===== src/rtl/ber_calc_pkg.sv =====
package ber_calc_pkg;
  typedef enum logic [1:0] {
    ST_IDLE  = 2'd0,
    ST_NORM  = 2'd1,
    ST_DIGIT = 2'd2
  } calc_state_t;

  localparam int NUM_DIGITS = 3;
  localparam int DIGIT_W    = 4;
  localparam int MAX_DIGIT  = 9;
endpackage


===== src/rtl/ber_operand_scale.sv =====
module ber_operand_scale #(
  parameter int CNT_W = 24,
  parameter int W     = CNT_W + 10
) (
  input  logic [CNT_W-1:0] count_in,
  input  logic [CNT_W-1:0] time_in,
  output logic [W-1:0]     num_out,
  output logic [W-1:0]     den_out
);
  localparam int PAD_SH = W - CNT_W - 2;
  localparam int PAD_NO = W - CNT_W;

  // x4 on the count: two-place shift
  assign num_out = {{PAD_SH{1'b0}}, count_in, 2'b00};
  // x5 on the time: two-place shift plus one add
  assign den_out = {{PAD_SH{1'b0}}, time_in, 2'b00} + {{PAD_NO{1'b0}}, time_in};
endmodule


===== src/rtl/ber_ten_mult.sv =====
module ber_ten_mult #(
  parameter int W = 34
) (
  input  logic [W-1:0] din,
  output logic [W-1:0] dout
);
  // x10 = x8 + x2
  assign dout = {din[W-4:0], 3'b000} + {din[W-2:0], 1'b0};
endmodule


===== src/rtl/ber_decimal_calc.sv =====
module ber_decimal_calc
  import ber_calc_pkg::*;
#(
  parameter int CNT_W     = 24,
  parameter int EXP_W     = 5,
  parameter int SCALE_EXP = 9
) (
  input  logic             clk,
  input  logic             rst,
  input  logic             start,
  input  logic [CNT_W-1:0] err_count,
  input  logic [CNT_W-1:0] seconds,
  output logic             done,
  output logic             zero_result,
  output logic             bad_time,
  output logic [3:0]       mant_int,
  output logic [3:0]       mant_frac1,
  output logic [3:0]       mant_frac2,
  output logic [EXP_W-1:0] exp_neg
);
  localparam int W      = CNT_W + 10;
  localparam int ACC_W  = DIGIT_W * (NUM_DIGITS - 1);
  localparam int IDX_W  = $clog2(NUM_DIGITS);
  localparam logic [IDX_W-1:0]   LAST_IDX = IDX_W'(NUM_DIGITS - 1);
  localparam logic [EXP_W-1:0]   EXP_INIT = EXP_W'(SCALE_EXP);
  localparam logic [DIGIT_W-1:0] DIG_MAX  = DIGIT_W'(MAX_DIGIT);

  calc_state_t state;
  logic [W-1:0]       num_q, den_q;
  logic [W-1:0]       num_init, den_init, num_x10, den_x10;
  logic [EXP_W-1:0]   y_q;
  logic [DIGIT_W-1:0] q_cnt;
  logic [IDX_W-1:0]   idx_q;
  logic [ACC_W-1:0]   acc_q;
  logic               busy;

  assign busy = (state != ST_IDLE);

  ber_operand_scale #(.CNT_W(CNT_W), .W(W)) u_scale (
    .count_in (err_count),
    .time_in  (seconds),
    .num_out  (num_init),
    .den_out  (den_init)
  );

  ber_ten_mult #(.W(W)) u_num_x10 (.din(num_q), .dout(num_x10));
  ber_ten_mult #(.W(W)) u_den_x10 (.din(den_q), .dout(den_x10));

  always_ff @(posedge clk) begin
    if (rst) begin
      state       <= ST_IDLE;
      num_q       <= '0;
      den_q       <= '0;
      y_q         <= '0;
      q_cnt       <= '0;
      idx_q       <= '0;
      acc_q       <= '0;
      done        <= 1'b0;
      zero_result <= 1'b0;
      bad_time    <= 1'b0;
      mant_int    <= '0;
      mant_frac1  <= '0;
      mant_frac2  <= '0;
      exp_neg     <= '0;
    end else begin
      done <= 1'b0;
      unique case (state)
        ST_IDLE: begin
          if (start) begin
            if (seconds == '0) begin
              bad_time    <= 1'b1;
              zero_result <= 1'b0;
              mant_int    <= '0;
              mant_frac1  <= '0;
              mant_frac2  <= '0;
              exp_neg     <= '0;
              done        <= 1'b1;
            end else if (err_count == '0) begin
              bad_time    <= 1'b0;
              zero_result <= 1'b1;
              mant_int    <= '0;
              mant_frac1  <= '0;
              mant_frac2  <= '0;
              exp_neg     <= '0;
              done        <= 1'b1;
            end else begin
              num_q <= num_init;
              den_q <= den_init;
              y_q   <= EXP_INIT;
              state <= ST_NORM;
            end
          end
        end
        ST_NORM: begin
          if (num_q < den_q) begin
            num_q <= num_x10;
            y_q   <= y_q + 1'b1;
          end else if (num_q >= den_x10) begin
            den_q <= den_x10;
            y_q   <= y_q - 1'b1;
          end else begin
            idx_q <= '0;
            q_cnt <= '0;
            state <= ST_DIGIT;
          end
        end
        ST_DIGIT: begin
          if ((num_q >= den_q) && (q_cnt < DIG_MAX)) begin
            num_q <= num_q - den_q;
            q_cnt <= q_cnt + 1'b1;
          end else begin
            acc_q <= {acc_q[ACC_W-DIGIT_W-1:0], q_cnt};
            num_q <= num_x10;
            q_cnt <= '0;
            if (idx_q == LAST_IDX) begin
              mant_int    <= acc_q[ACC_W-1 -: DIGIT_W];
              mant_frac1  <= acc_q[DIGIT_W-1:0];
              mant_frac2  <= q_cnt;
              exp_neg     <= y_q;
              zero_result <= 1'b0;
              bad_time    <= 1'b0;
              done        <= 1'b1;
              state       <= ST_IDLE;
            end else begin
              idx_q <= idx_q + 1'b1;
            end
          end
        end
        default: state <= ST_IDLE;
      endcase
    end
  end
endmodule


===== config.mk =====
export PLATFORM = sky130hd
export DESIGN_NAME = ber_decimal_calc
export DESIGN_NICKNAME = d
export VERILOG_FILES = /design/src/rtl/ber_calc_pkg.sv /design/src/rtl/ber_operand_scale.sv /design/src/rtl/ber_ten_mult.sv /design/src/rtl/ber_decimal_calc.sv
export SDC_FILE = /design/constraint.sdc
export NUM_CORES = 1
export LEC_CHECK = 0
export BUFFER_PORTS_ARGS = -buffer_cell sky130_fd_sc_hd__buf_2
export CAP_MARGIN = 40
export CORE_ASPECT_RATIO = 0.5
export CORE_MARGIN = 2
export CORE_UTILIZATION = 63
export CTS_CLUSTER_DIAMETER = 50
export CTS_CLUSTER_SIZE = 16
export DETAILED_ROUTE_END_ITERATION = 10
export HOLD_SLACK_MARGIN = 0.08
export MAX_ROUTING_LAYER = met4
export PLACE_DENSITY = 0.82
export SYNTH_ARGS = -nofsm -noshare
export SYNTH_HDL_FRONTEND = slang
export SYNTH_SLANG_ARGS = --single-unit

===== constraint.sdc =====
create_clock -name clk -period 6.05 [get_ports clk]
set_clock_uncertainty 0.1 [all_clocks]
set_input_delay 1.21 -clock clk [delete_from_list [all_inputs] [get_ports clk]]
set_output_delay 1.21 -clock clk [all_outputs]
set_load 0.01 [all_outputs]

* Word-level counts from Yosys, hierarchy flattened
Cells that the tools add are included.
** Storage, ports and cells
- Logic and storage cells :: 127
- Output and inout bits :: 20
- Bits in registers :: 109
** Cells by class
- Multiplexer cells :: 69
- Reductions and logical operators :: 16
- Bitwise operators :: 1
- $lt $le $gt $ge :: 4
- Eq/ne operators :: 15
- $add $sub $neg :: 8
** Operators with widths (number)
- $mux 34 :: 10
- $pmux 34 s3 :: 1
- $add 34x34->34 :: 2
- $ge 34x34->1 :: 2
- $pmux 34 s2 :: 1
- $mux 5 :: 10
- $logic_not 24->1 :: 2
- $mux 4 :: 12
- $lt 34x34->1 :: 1
- $sub 34x34->34 :: 1
- $pmux 4 s2 :: 4
- $add 26x24->27 :: 1
- $mux 2 :: 11
- $ne 2x2->1 const B :: 10
- $pmux 5 s2 :: 2
- $reduce_and 5->1 :: 4
- $mux 1 :: 13
- $reduce_and 7->1 :: 1
- $ne 3x3->1 const B :: 2
- $pmux 1 s2 :: 3
- $pmux 2 s3 :: 1
- $reduce_and 6->1 :: 1
- $reduce_bool 2->1 :: 3
- $add 5x1->5 const B :: 1
- 13 further kinds :: 14

* Logic depth before layout (Yosys ltp)
Gate-level depths: netlist of run 1.
- Depth in word-level cells :: 5
- Mapped depth :: 24

* Modules after synthesis
Synthesis of run 1 repeated with hierarchy kept, for this count alone.
** Unflattened totals
- Cells, all modules :: 1817
- Area, all modules :: 14232.4 µm²
** By module, submodules not included
- ber_decimal_calc :: sequential area each 2182.1 µm², instances 1, area an instance 8982.4 µm², cells each 1105
- ber_ten_mult at u_den_x10 :: sequential area each 0.0 µm², instances 1, area an instance 1890.6 µm², cells each 257
- ber_ten_mult at u_num_x10 :: sequential area each 0.0 µm², instances 1, area an instance 1784.2 µm², cells each 245
- ber_operand_scale :: sequential area each 0.0 µm², instances 1, area an instance 1575.3 µm², cells each 210

* Worst setup path before layout of run 1
Ideal clock, no wire load.
- Kind :: register to register
- From :: register den_q[0]
- To :: register q_cnt[2]
- Library setup time :: 0.116 ns
- Arrival time :: 4.544 ns
- Slack :: 1.290 ns
- Stages on the path, launching flop included :: 24
- Path through :: dfxtp_1 ha_1 fa_1 a21oi_1 o21ai_0 o221ai_1 o211ai_1 a32oi_1 a21oi_1 a21bo_2 a21oi_1 xnor2_1 ha_1 a21o_1 a21o_1 a21oi_1 o21ai_0 a21o_1 a31o_2 nand2b_1 mux2i_1 buf_2 o21ai_0 a31o_2
** Between the ends
- Longest elaborated chain between the ends :: 4
- Elaborated cells between the ends (all ways) :: 10
- Classes of those cells :: 1 x add/sub; 3 x order compare; 2 x eq/ne; 2 x mux; 2 x reduce/logical
** Ends and longest elaborated chain
- start: declaration :: RTL line ber_decimal_calc.sv:29 : logic [W-1:0] num_q, den_q;
- start signal: assignment :: RTL line ber_decimal_calc.sv:88 : den_q <= den_init;
- start signal: assignment :: RTL line ber_decimal_calc.sv:99 : den_q <= den_x10;
- $add 34x34->34 / $ge 34x34->1 (equally long branches) :: RTL line ber_ten_mult.sv:8, ber_decimal_calc.sv:108
- $ge 34x34->1 / $logic_and 1x1->1 (equally long branches) :: RTL line ber_decimal_calc.sv:98, ber_decimal_calc.sv:108
- $ne 2x2->1 (no source line) / $mux 4 (equally long branches)
- $reduce_and 3->1 (no source line) / $pmux 4 s2 (equally long branches)
- end signal: assignment :: RTL line ber_decimal_calc.sv:110 : q_cnt <= q_cnt + 1'b1;
- end: declaration :: RTL line ber_decimal_calc.sv:32 : logic [DIGIT_W-1:0] q_cnt;
Parallel ways exist; a longest one is shown, timed or not.
A chain may end at the register's enable or synchronous reset.

* Worst setup path in the final report of run 1
Same ends and word-level chain as after synthesis.

==> results of run 1 <==
-- final cells by class --
class	instances	area [sq um]
clock buffers	9	225.2
fillers	1528	5758
flip-flops and latches	109	2182
repair buffers	84	475.5
clock inverters	7	93.84
inverters	90	337.8
well taps	240	300.3
multi-input cells	1240	8845
-- logic make-up (layout without fill, tap and decap cells) --
family	count (synthesis)	count (layout)	share of synthesized area, %
compound gates	544	544	31.44
mux	16	16	1.402
simple gates	413	413	17.48
flops	109	109	18.81
fa+ha+maj	164	164	18.01
buf+inv	147	190	5.070
xor+xnor	103	103	7.777
-- tightest hold or removal path, stage by stage, from the launching register on --
cell	delay, ps
dfxtp_1	320
nand2_1	50
a21oi_1	50
-- per-stage QoR --
step | setup WS [ps] | hold slack (ps) | area [sq um] | util [%]
after CTS | 698.0 | 361.0 | 12460 | 68.39
final | 556.1 | 361.1 | 12460 | 68.39
after global placement | 794.5 | 342.9 | 12120 | 66.52
after floorplan | 1290 | 332.1 | 11600 | -
after global routing | 158.7 | 388.4 | 12460 | 68.39
after detailed placement | 733.9 | 346.0 | 12140 | 66.64
-- sequential cells by signal, summed over array words and instances, names as in the netlist --
name / flops
state: 2
zero_result: 1
mant_int: 4
exp_neg: 5
acc_q: 8
mant_frac2: 4
bad_time: 1
idx_q: 2
done: 1
mant_frac1: 4
num_q: 34
q_cnt: 4
y_q: 5
den_q: 34
-- power breakdown --
part,leakage [nW],switching (W),internal (W)
registers,0.889,0.000275,0.000890
logic,4.49,0.00357,0.00230
clock network,0.153,0.000335,0.000299
-- Yosys cell counts (13+ instances only) --
cell	instances	share of area [%]
buf_2	14	0.60
o221ai_1	16	1.2
o21bai_1	13	0.84
a21oi_1	168	7.2
nand2_1	101	3.3
xor2_1	32	2.4
xnor2_1	71	5.4
nor2_1	115	3.7
o21ai_0	68	2.9
mux2i_1	14	1.2
clkbuf_1	38	1.2
dfxtp_1	109	19
ha_1	159	17
o211ai_1	28	1.8
o21ai_1	14	0.60
nand4_1	19	1.0
inv_1	90	2.9
nand2b_1	15	0.81
a211oi_1	29	1.9
o21a_1	19	1.2
nor4_1	14	0.76
a21o_1	68	4.4
a31oi_1	17	0.92
nand3_1	53	2.3
and3_1	17	0.92
nor3_1	22	0.95
-- path summary, 6_finish.rpt --
| path | to | cells after the start | slack, ps | startpoint |
|---|---|---|---|---|
| worst min-delay path | acc_q[4]$_SDFFE_PP0P_ | 2 | 360 | acc_q[4]$_SDFFE_PP0P_ |
| worst min register to register | acc_q[4]$_SDFFE_PP0P_ | 2 | 360 | acc_q[4]$_SDFFE_PP0P_ |
| worst max register to register | q_cnt[2]$_SDFFE_PP0P_ | 23 | 560 | den_q[0]$_SDFFE_PP0P_ |
| worst max-delay path | q_cnt[2]$_SDFFE_PP0P_ | 23 | 560 | den_q[0]$_SDFFE_PP0P_ |
-- routing by layer --
layer | part of all wire [%] | wire length [um] | vias up
li1 | - | - | 5676
met3 | 7.8 | 2698 | 61
met5 | 0 | 0 | -
met2 | 43 | 14920 | 441
met4 | 1.6 | 539 | 0
met1 | 48 | 16510 | 5477
==> results.yml, run 1 <==
synth:
  syn-num-nets: 1711
  ys_ff_latch: 109
  async_reset_ff_share_pct: 0
  synth_cell_type_count: 79
  synth.cell_area_sq_mm: 0.01160
  syn_avg_cell_area_sq_um: 7.754
  synth_edf_count: 0
  ys.flop_type: "dfxtp_1"
  seq_area_frac_synth_pct: 18.81
  synth_cells: 1496
  ys_warn_count: 0
cts:
  cts_root_buf: "clkbuf_16"
  numCtsBuffers: 9
  post_cts_buffers: 0
  cts_max_level: 3
  cts_tree: "built"
  clk_latency_ps: 370
  cts_resized: 0
  clock_path_buffers: 2
  cts.sinks: 109
  ctsHoldBuffers: 0
  clk_pin_slew_ps: 90
drt:
  drtIter0Drc: 1010
  via_count: 11660
  finalWirelength_um: 34670
  via_per_inst: 6.551
  ant_nets: 0
  drc_errors: 0
  wl_per_cell_um: 19.49
  drt_pass1_iterations: 5
global_route:
  grt_use_met2_pct: 55.90
  grtUsageMet1_pct: 49.83
  grt_usage_pct: 36.31
  busiest_layer: "met2"
  grt_first_pass_wirelength_um: 55530
  grt_pass1_vias: 10830
  grt_overflow: 0
  grt_max_degree: 50
  grtUsageMet3_pct: 6.855
  antenna_found_initial: 0
placement:
  dp_cells: 1763
  dp_hpwl_um: 27110
  numPortBuffers: 70
  finalWeightedCongestion: 0.9911
run_status:
  outcome: "complete, no violations"
die:
  rows: 35
  start_util_pct: 63.67
  ios: 71
  die_area_sq_mm: 0.01958
  die_h_um: 99.95
  die_w_um: 195.9
  core_sq_mm: 0.01822
critical_path:
  crit_family: "compound AO/OA/AOI/OAI gates"
  cp_data_arrival_time_ps: 5670
  crit_type: "flip-flop to flip-flop"
  endpoint_kind: "flip-flop"
  crit_path_top_delay_cell: "o221ai_1"
  cp_num_buf_inv: 1
  crit_top_cell: "a21oi_1"
  worstPathRequired_ps: 6220
  cp_cell_sequence: "ha_1 > fa_1 > a21oi_1 > o21ai_0 > o221ai_1 > o211ai_1 > a32oi_1 > a21oi_1 > a21bo_2 > a21oi_1 > xnor2_1 > ha_1 > a21o_1 > a21o_1 > a21oi_1 > o21ai_0 > a21o_1 > a31o_2 > nand2b_1 > mux2i_1 > buf_4 > o21ai_0 > a31o_2"
  crit_path_max_fanout: 11
  startpoint_type: "flip-flop"
  max_stage_delay_ps: 420
sta:
  tightest_slew_ps: 885.6
  rsz0062_at_grt: "no"
  hold_viol: 0
  setup_viol: 0
  period_share_pct: 90.81
  finalMaxSlewViolations: 0
  min_period_ps: 5494
  tns_ps: 0
  clock.fmax_mhz: 182.0
  relSlewSlack_pct: 40.60
cells_and_area:
  final_cells: 1779
  syn_to_final_growth_pct: 7.410
  final_common_cell: "a21oi_1"
  final_cell_mix: "a21oi_1 (166), ha_1 (159), nor2_1 (115), dfxtp_1 (109), nand2_1 (101)"
  layout-drive-gt1-share_pct: 8.837
  diodes: 0
  final_net_count: 1749
power_and_ir_drop:
  peakVddDrop_mv: 0.3350
  p_per_area_mw_per_mm2: 615.3
  power.total_w: 0.007666
  p_leak_nw: 5.531
flow_run:
  drv_cap: 0
min_path:
  hold_path.class: "flip-flop to flip-flop"
Note: power is estimated with default switching activity, not from simulation.
==> run 2, diff against run 1 <==
--- a/config.mk
+++ b/config.mk
@@ -9,13 +9,14 @@
 export CAP_MARGIN = 40
 export CORE_ASPECT_RATIO = 0.5
 export CORE_MARGIN = 2
-export CORE_UTILIZATION = 63
+export CORE_UTILIZATION = 64
+export CTS_BUF_LIST = sky130_fd_sc_hd__clkbuf_4
 export CTS_CLUSTER_DIAMETER = 50
 export CTS_CLUSTER_SIZE = 16
 export DETAILED_ROUTE_END_ITERATION = 10
 export HOLD_SLACK_MARGIN = 0.08
 export MAX_ROUTING_LAYER = met4
-export PLACE_DENSITY = 0.82
+export PLACE_DENSITY = 0.83
 export SYNTH_ARGS = -nofsm -noshare
 export SYNTH_HDL_FRONTEND = slang
 export SYNTH_SLANG_ARGS = --single-unit
==> run 2 against run 1 <==
Clock power down 30%; first-iteration DRC count up 26%; power down 1.4%; sequential power up 4%; critical endpoint is now q_cnt[3]$_SDFFE_PP0P_; the run now ends with DRC left; largest cell class unchanged; sequential cell count unchanged.
==> results.yml, run 2 (synthesis gave the netlist of run 1 again) <==
sta:
  rsz0062_at_grt: "no"
  period_share_pct: 91.61
  clock.fmax_mhz: 180.4
  tns_ps: 0
  relSlewSlack_pct: 43.53
  finalMaxSlewViolations: 0
  min_period_ps: 5542
  tightest_slew_ps: 847.1
  hold_viol: 0
  setup_viol: 0
cts:
  post_cts_buffers: 0
  numCtsBuffers: 9
  cts_resized: 0
  cts.sinks: 109
  cts_max_level: 3
  ctsHoldBuffers: 0
  clock_path_buffers: 2
  clk_latency_ps: 550
  cts_root_buf: "clkbuf_4"
  clk_pin_slew_ps: 220
  cts_tree: "built"
critical_path:
  ff2ff_setup_slack_ps: 510
  startpoint_type: "flip-flop"
  crit_path_top_delay_cell: "fa_1"
  endpoint_kind: "flip-flop"
  max_stage_delay_ps: 410
  r2r_end: "q_cnt[3]$_SDFFE_PP0P_"
  cp_num_buf_inv: 1
  crit_type: "flip-flop to flip-flop"
  cp_data_arrival_time_ps: 5920
  reg2reg_depth: 23
  worstPathRequired_ps: 6420
  timing.rr.start: "den_q[0]$_SDFFE_PP0P_"
  crit_top_cell: "a21oi_1"
  cp_cell_sequence: "ha_1 > fa_1 > a21oi_1 > o21ai_0 > o221ai_1 > o211ai_1 > a32oi_1 > a21oi_1 > a21bo_2 > a21oi_1 > xnor2_1 > ha_1 > a21o_1 > a21o_1 > a21oi_1 > o21ai_0 > a21o_1 > a31o_2 > nand2b_1 > mux2i_2 > buf_4 > a41oi_1 > a211oi_1"
  crit_path_max_fanout: 6
  crit_family: "compound AO/OA/AOI/OAI gates"
placement:
  numPortBuffers: 70
  finalWeightedCongestion: 1.009
  dp_hpwl_um: 28170
  dp_cells: 1755
run_status:
  outcome: "finished, violations left"
  failed_checks: "DRC"
min_path:
  hold_path.class: "flip-flop to flip-flop"
  hold_end: "mant_int[3]$_SDFFE_PP0P_"
  min_path_cells: 2
  hold_start: "acc_q[7]$_SDFFE_PP0P_"
global_route:
  grt_pass1_vias: 10940
  antenna_found_initial: 0
  grt_overflow: 0
  grt_usage_pct: 37.64
  grt_max_degree: 59
  grt_first_pass_wirelength_um: 56610
power_and_ir_drop:
  switching_share_pct: 56.49
  p_leak_nw: 5.458
  p_sw_w: 0.004269
  p_comb_share_pct: 78.0
  p_per_area_mw_per_mm2: 614.7
  clkPwrFrac_pct: 5.9
  peakVddDrop_mv: 0.2849
  seqPwrFrac_pct: 16.1
  p_int_w: 0.003288
  power.total_w: 0.007557
drt:
  wl_per_cell_um: 20.24
  drtIter0Drc: 1273
  via_per_inst: 6.702
  via_count: 11870
  drc_errors: 3
  drt_pass1_iterations: 10
  ant_nets: 0
  finalWirelength_um: 35840
die:
  die_w_um: 194.4
  core_sq_mm: 0.01757
  start_util_pct: 66.02
  rows: 34
  ios: 71
  die_area_sq_mm: 0.01928
  die_h_um: 99.20
flow_run:
  drv_cap: 0
cells_and_area:
  fin_util_pct: 69.97
  final_cells: 1771
  layout-drive-gt1-share_pct: 8.783
  syn_to_final_growth_pct: 5.975
  final_net_count: 1747
  final_common_cell: "a21oi_1"
  diodes: 0
  final_cell_mix: "a21oi_1 (166), ha_1 (159), nor2_1 (115), dfxtp_1 (109), nand2_1 (101)"
  reg_top3: "den_q: 34 flops, num_q: 34 flops, acc_q: 8 flops"
run 2: power by group through the flow:
stage | Combinational (W) | Clock, W | Sequential [W]
detailed placement | 0.00567 | 0 | 0.00120
global placement | 0.00544 | 0 | 0.00118
global route | 0.00638 | 0.000464 | 0.00122
finish | 0.00590 | 0.000444 | 0.00122
CTS | 0.00571 | 0.000439 | 0.00119
floorplan | 0.00440 | 0 | 0.00106
run 2: how the worst max path moves through the flow:
stage / from / to / cells past startpoint
2_1_floorplan: den_q[0]$_SDFFE_PP0P_ / q_cnt[2]$_SDFFE_PP0P_ / 23
3_3_place_gp: den_q[0]$_SDFFE_PP0P_ / q_cnt[2]$_SDFFE_PP0P_ / 23
3_5_place_dp: den_q[0]$_SDFFE_PP0P_ / q_cnt[2]$_SDFFE_PP0P_ / 23
4_1_cts: den_q[0]$_SDFFE_PP0P_ / q_cnt[3]$_SDFFE_PP0P_ / 23
5_1_grt: den_q[0]$_SDFFE_PP0P_ / q_cnt[3]$_SDFFE_PP0P_ / 23
6_report: den_q[0]$_SDFFE_PP0P_ / q_cnt[3]$_SDFFE_PP0P_ / 23
run 2: cell type report:
type	count	area [sq um]
clock inverters	7	103.9
clock buffers	9	67.56
fillers	1475	5276
repair buffers	82	460.4
inverters	90	337.8
multi-input cells	1240	8848
flip-flops and latches	109	2182
well taps	234	292.8
run 2: through the flow:
stage	hold slack, ps	area [sq um]	setup WS [ps]
finish	372.7	12290	507.6
global route	398.0	12290	67.62
CTS	374.6	12290	521.2
detailed placement	349.0	12120	558.9
global placement	345.7	12100	679.4
floorplan	332.1	11600	1290
run 2: metal layers:
layer,global-route usage (%),part of all wire (%),wire [um],vias to the layer above
met2,53.82,40,14310,649
met1,53.62,46,16450,5541
met4,5.503,0.92,330,0
li1,-,-,-,5650
met5,-,0,0,-
met3,10.34,13,4745,30
run 2: tightest hold or removal path: stages (launching register included):
cell and delay [ps]:
dfxtp_1 360, nand2_1 50, a21oi_1 50
==> run 3, diff against run 2 <==
--- a/config.mk
+++ b/config.mk
@@ -9,14 +9,14 @@
 export CAP_MARGIN = 40
 export CORE_ASPECT_RATIO = 0.5
 export CORE_MARGIN = 2
-export CORE_UTILIZATION = 64
+export CORE_UTILIZATION = 50
 export CTS_BUF_LIST = sky130_fd_sc_hd__clkbuf_4
 export CTS_CLUSTER_DIAMETER = 50
 export CTS_CLUSTER_SIZE = 16
 export DETAILED_ROUTE_END_ITERATION = 10
 export HOLD_SLACK_MARGIN = 0.08
 export MAX_ROUTING_LAYER = met4
-export PLACE_DENSITY = 0.83
+export PLACE_DENSITY = 0.68
 export SYNTH_ARGS = -nofsm -noshare
 export SYNTH_HDL_FRONTEND = slang
 export SYNTH_SLANG_ARGS = --single-unit
==> constraint.sdc (replaced) <==
create_clock -name clk -period 5.72 [get_ports clk]
set_clock_uncertainty 0.1 [all_clocks]
set_input_delay 1.144 -clock clk [delete_from_list [all_inputs] [get_ports clk]]
set_output_delay 1.144 -clock clk [all_outputs]
set_load 0.01 [all_outputs]
==> run 3 against run 2 <==
The flow now finishes without violations; highest routed layer unchanged; critical path depth unchanged; routed wire length shrank 5.1%; via count decreased by 4.0%; largest cell class unchanged; first-iteration DRC count is 19% lower; critical endpoint is now q_cnt[2]$_SDFFE_PP0P_.
==> results.yml, run 3 (synthesis gave the netlist of run 1 again) <==
cts:
  numCtsBuffers: 9
  cts_max_level: 3
  clk_pin_slew_ps: 220
  clock_path_buffers: 2
  cts_root_buf: "clkbuf_4"
  cts_tree: "built"
  clk_latency_ps: 580
  cts.sinks: 109
sta:
  min_period_ps: 5349
  clock.fmax_mhz: 186.9
  period_share_pct: 93.52
  setup_viol: 0
  finalMaxSlewViolations: 0
  relSlewSlack_pct: 39.78
  tns_ps: 0
  rsz0062_at_grt: "no"
  hold_viol: 0
  tightest_slew_ps: 898.4
cells_and_area:
  syn_to_final_growth_pct: 7.119
  final_common_cell: "a21oi_1"
  final_cell_mix: "a21oi_1 (166), ha_1 (159), nor2_1 (115), dfxtp_1 (109), nand2_1 (101)"
  layout-drive-gt1-share_pct: 9.209
  final_net_count: 1752
  fill_cells: 2223
  reg_top3: "den_q: 34 flops, num_q: 34 flops, acc_q: 8 flops"
global_route:
  grt_first_pass_wirelength_um: 56030
  antenna_found_initial: 2
  grt_overflow: 0
  grt_pass1_vias: 10800
  grt_usage_pct: 29.26
  grt_max_degree: 53
critical_path:
  cp_num_buf_inv: 1
  crit_path_top_delay_cell: "fa_1"
  cp_cell_sequence: "ha_1 > fa_1 > a21oi_1 > o21ai_1 > o221ai_2 > o211ai_1 > a32oi_2 > a21oi_1 > a21bo_2 > a21oi_1 > xnor2_1 > ha_1 > a21o_1 > a21o_1 > a21oi_1 > o21ai_0 > a21o_1 > a31o_2 > nand2b_1 > mux2i_1 > buf_4 > o21ai_0 > a31o_2"
  worstPathRequired_ps: 6100
  startpoint_type: "flip-flop"
  cp_data_arrival_time_ps: 5730
  crit_top_cell: "a21oi_1"
  crit_family: "compound AO/OA/AOI/OAI gates"
  max_stage_delay_ps: 430
  crit_path_max_fanout: 11
  worst-path-stages: 23
  endpoint_kind: "flip-flop"
  reg2reg_depth: 23
  crit_type: "flip-flop to flip-flop"
placement:
  dp_hpwl_um: 27100
  finalWeightedCongestion: 0.9643
  numPortBuffers: 70
power_and_ir_drop:
  power.total_w: 0.007795
  peakVddDrop_mv: 0.2667
  p_leak_nw: 5.487
  p_per_area_mw_per_mm2: 627.3
drt:
  via_count: 11400
  drtIter0Drc: 1036
  wl_per_cell_um: 18.36
  drc_errors: 0
  ant_nets: 0
  finalWirelength_um: 34000
  via_per_inst: 6.153
  drt_pass1_iterations: 6
die:
  die_h_um: 111.7
  die_area_sq_mm: 0.02451
  ios: 71
  die_w_um: 219.4
  rows: 39
  core_sq_mm: 0.02279
  start_util_pct: 50.90
run_status:
  outcome: "complete, no violations"
min_path:
  hold_path.class: "flip-flop to flip-flop"
  min_path_cells: 2
flow_run:
  drv_cap: 0
run 3: area by class of cell:
cell class / instances / area (sq um) / area share [%]
tap: 307 / 384.1 / 3.091
multi-input combinational: 1240 / 8862 / 71.32
inverter: 90 / 337.8 / 2.719
timing repair buffer: 87 / 490.5 / 3.947
antenna: 3 / 7.507 / 0.06042
sequential: 109 / 2182 / 17.56
clock buffer: 9 / 67.56 / 0.5438
clock inverter: 7 / 93.84 / 0.7552
run 3: power by group:
group          internal, W  switching (W)  total, W
logic              0.00242        0.00370   0.00613
clock network     0.000112       0.000336  0.000448
registers         0.000941       0.000278   0.00122
total              0.00348        0.00432   0.00780
run 3: stage by stage:
stage / hold WS, ps / cells / setup WS [ps] / util, % / cell area [sq um]
2_1_floorplan: 332.1 / 1496 / 960.3 / - / 11600
3_3_place_gp: 337.8 / 1833 / 396.9 / 53.71 / 12240
3_5_place_dp: 347.2 / 1833 / 321.7 / 53.71 / 12240
4_1_cts: 366.9 / 1849 / 264.1 / 54.42 / 12400
5_1_grt: 389.1 / 1852 / 51.16 / 54.53 / 12430
6_report: 350.9 / 1852 / 370.8 / 54.53 / 12430
run 3: repair_timing:
| action | 4_1_cts | 5_1_grt |
|---|---|---|
| endpoints found under the hold margin | 0 | 0 |
| setup buffers | 0 | 0 |
| setup endpoints to repair | 0 | 26 |
| hold buffers | 0 | 0 |
| gates resized for setup | 0 | 4 |
run 3: worst paths after layout:
| kind | start | endpoint | slack [ps] |
|---|---|---|---|
| hold reg to reg | acc_q[7]$_SDFFE_PP0P_ | mant_int[3]$_SDFFE_PP0P_ | 350 |
| setup reg to reg | den_q[2]$_SDFFE_PP0P_ | q_cnt[2]$_SDFFE_PP0P_ | 370 |
| setup / recovery | den_q[2]$_SDFFE_PP0P_ | q_cnt[2]$_SDFFE_PP0P_ | 370 |
| hold / removal | acc_q[7]$_SDFFE_PP0P_ | mant_int[3]$_SDFFE_PP0P_ | 350 |
run 3: metal layers:
| layer | part of all wire [%] | vias to the layer above | track usage, % | routed length, um |
|---|---|---|---|---|
| li1 | - | 5687 | - | - |
| met1 | 51 | 5378 | 42.28 | 17270 |
| met2 | 43 | 287 | 42.78 | 14510 |
| met3 | 5.0 | 44 | 3.825 | 1715 |
| met4 | 1.5 | 0 | 7.162 | 507 |
| met5 | 0 | - | - | 0 |
run 3: tightest hold or removal path, cell delays in order, from the launching register on:
cell and delay, ps:
dfxtp_1 350, nand2_1 50, a21oi_1 50
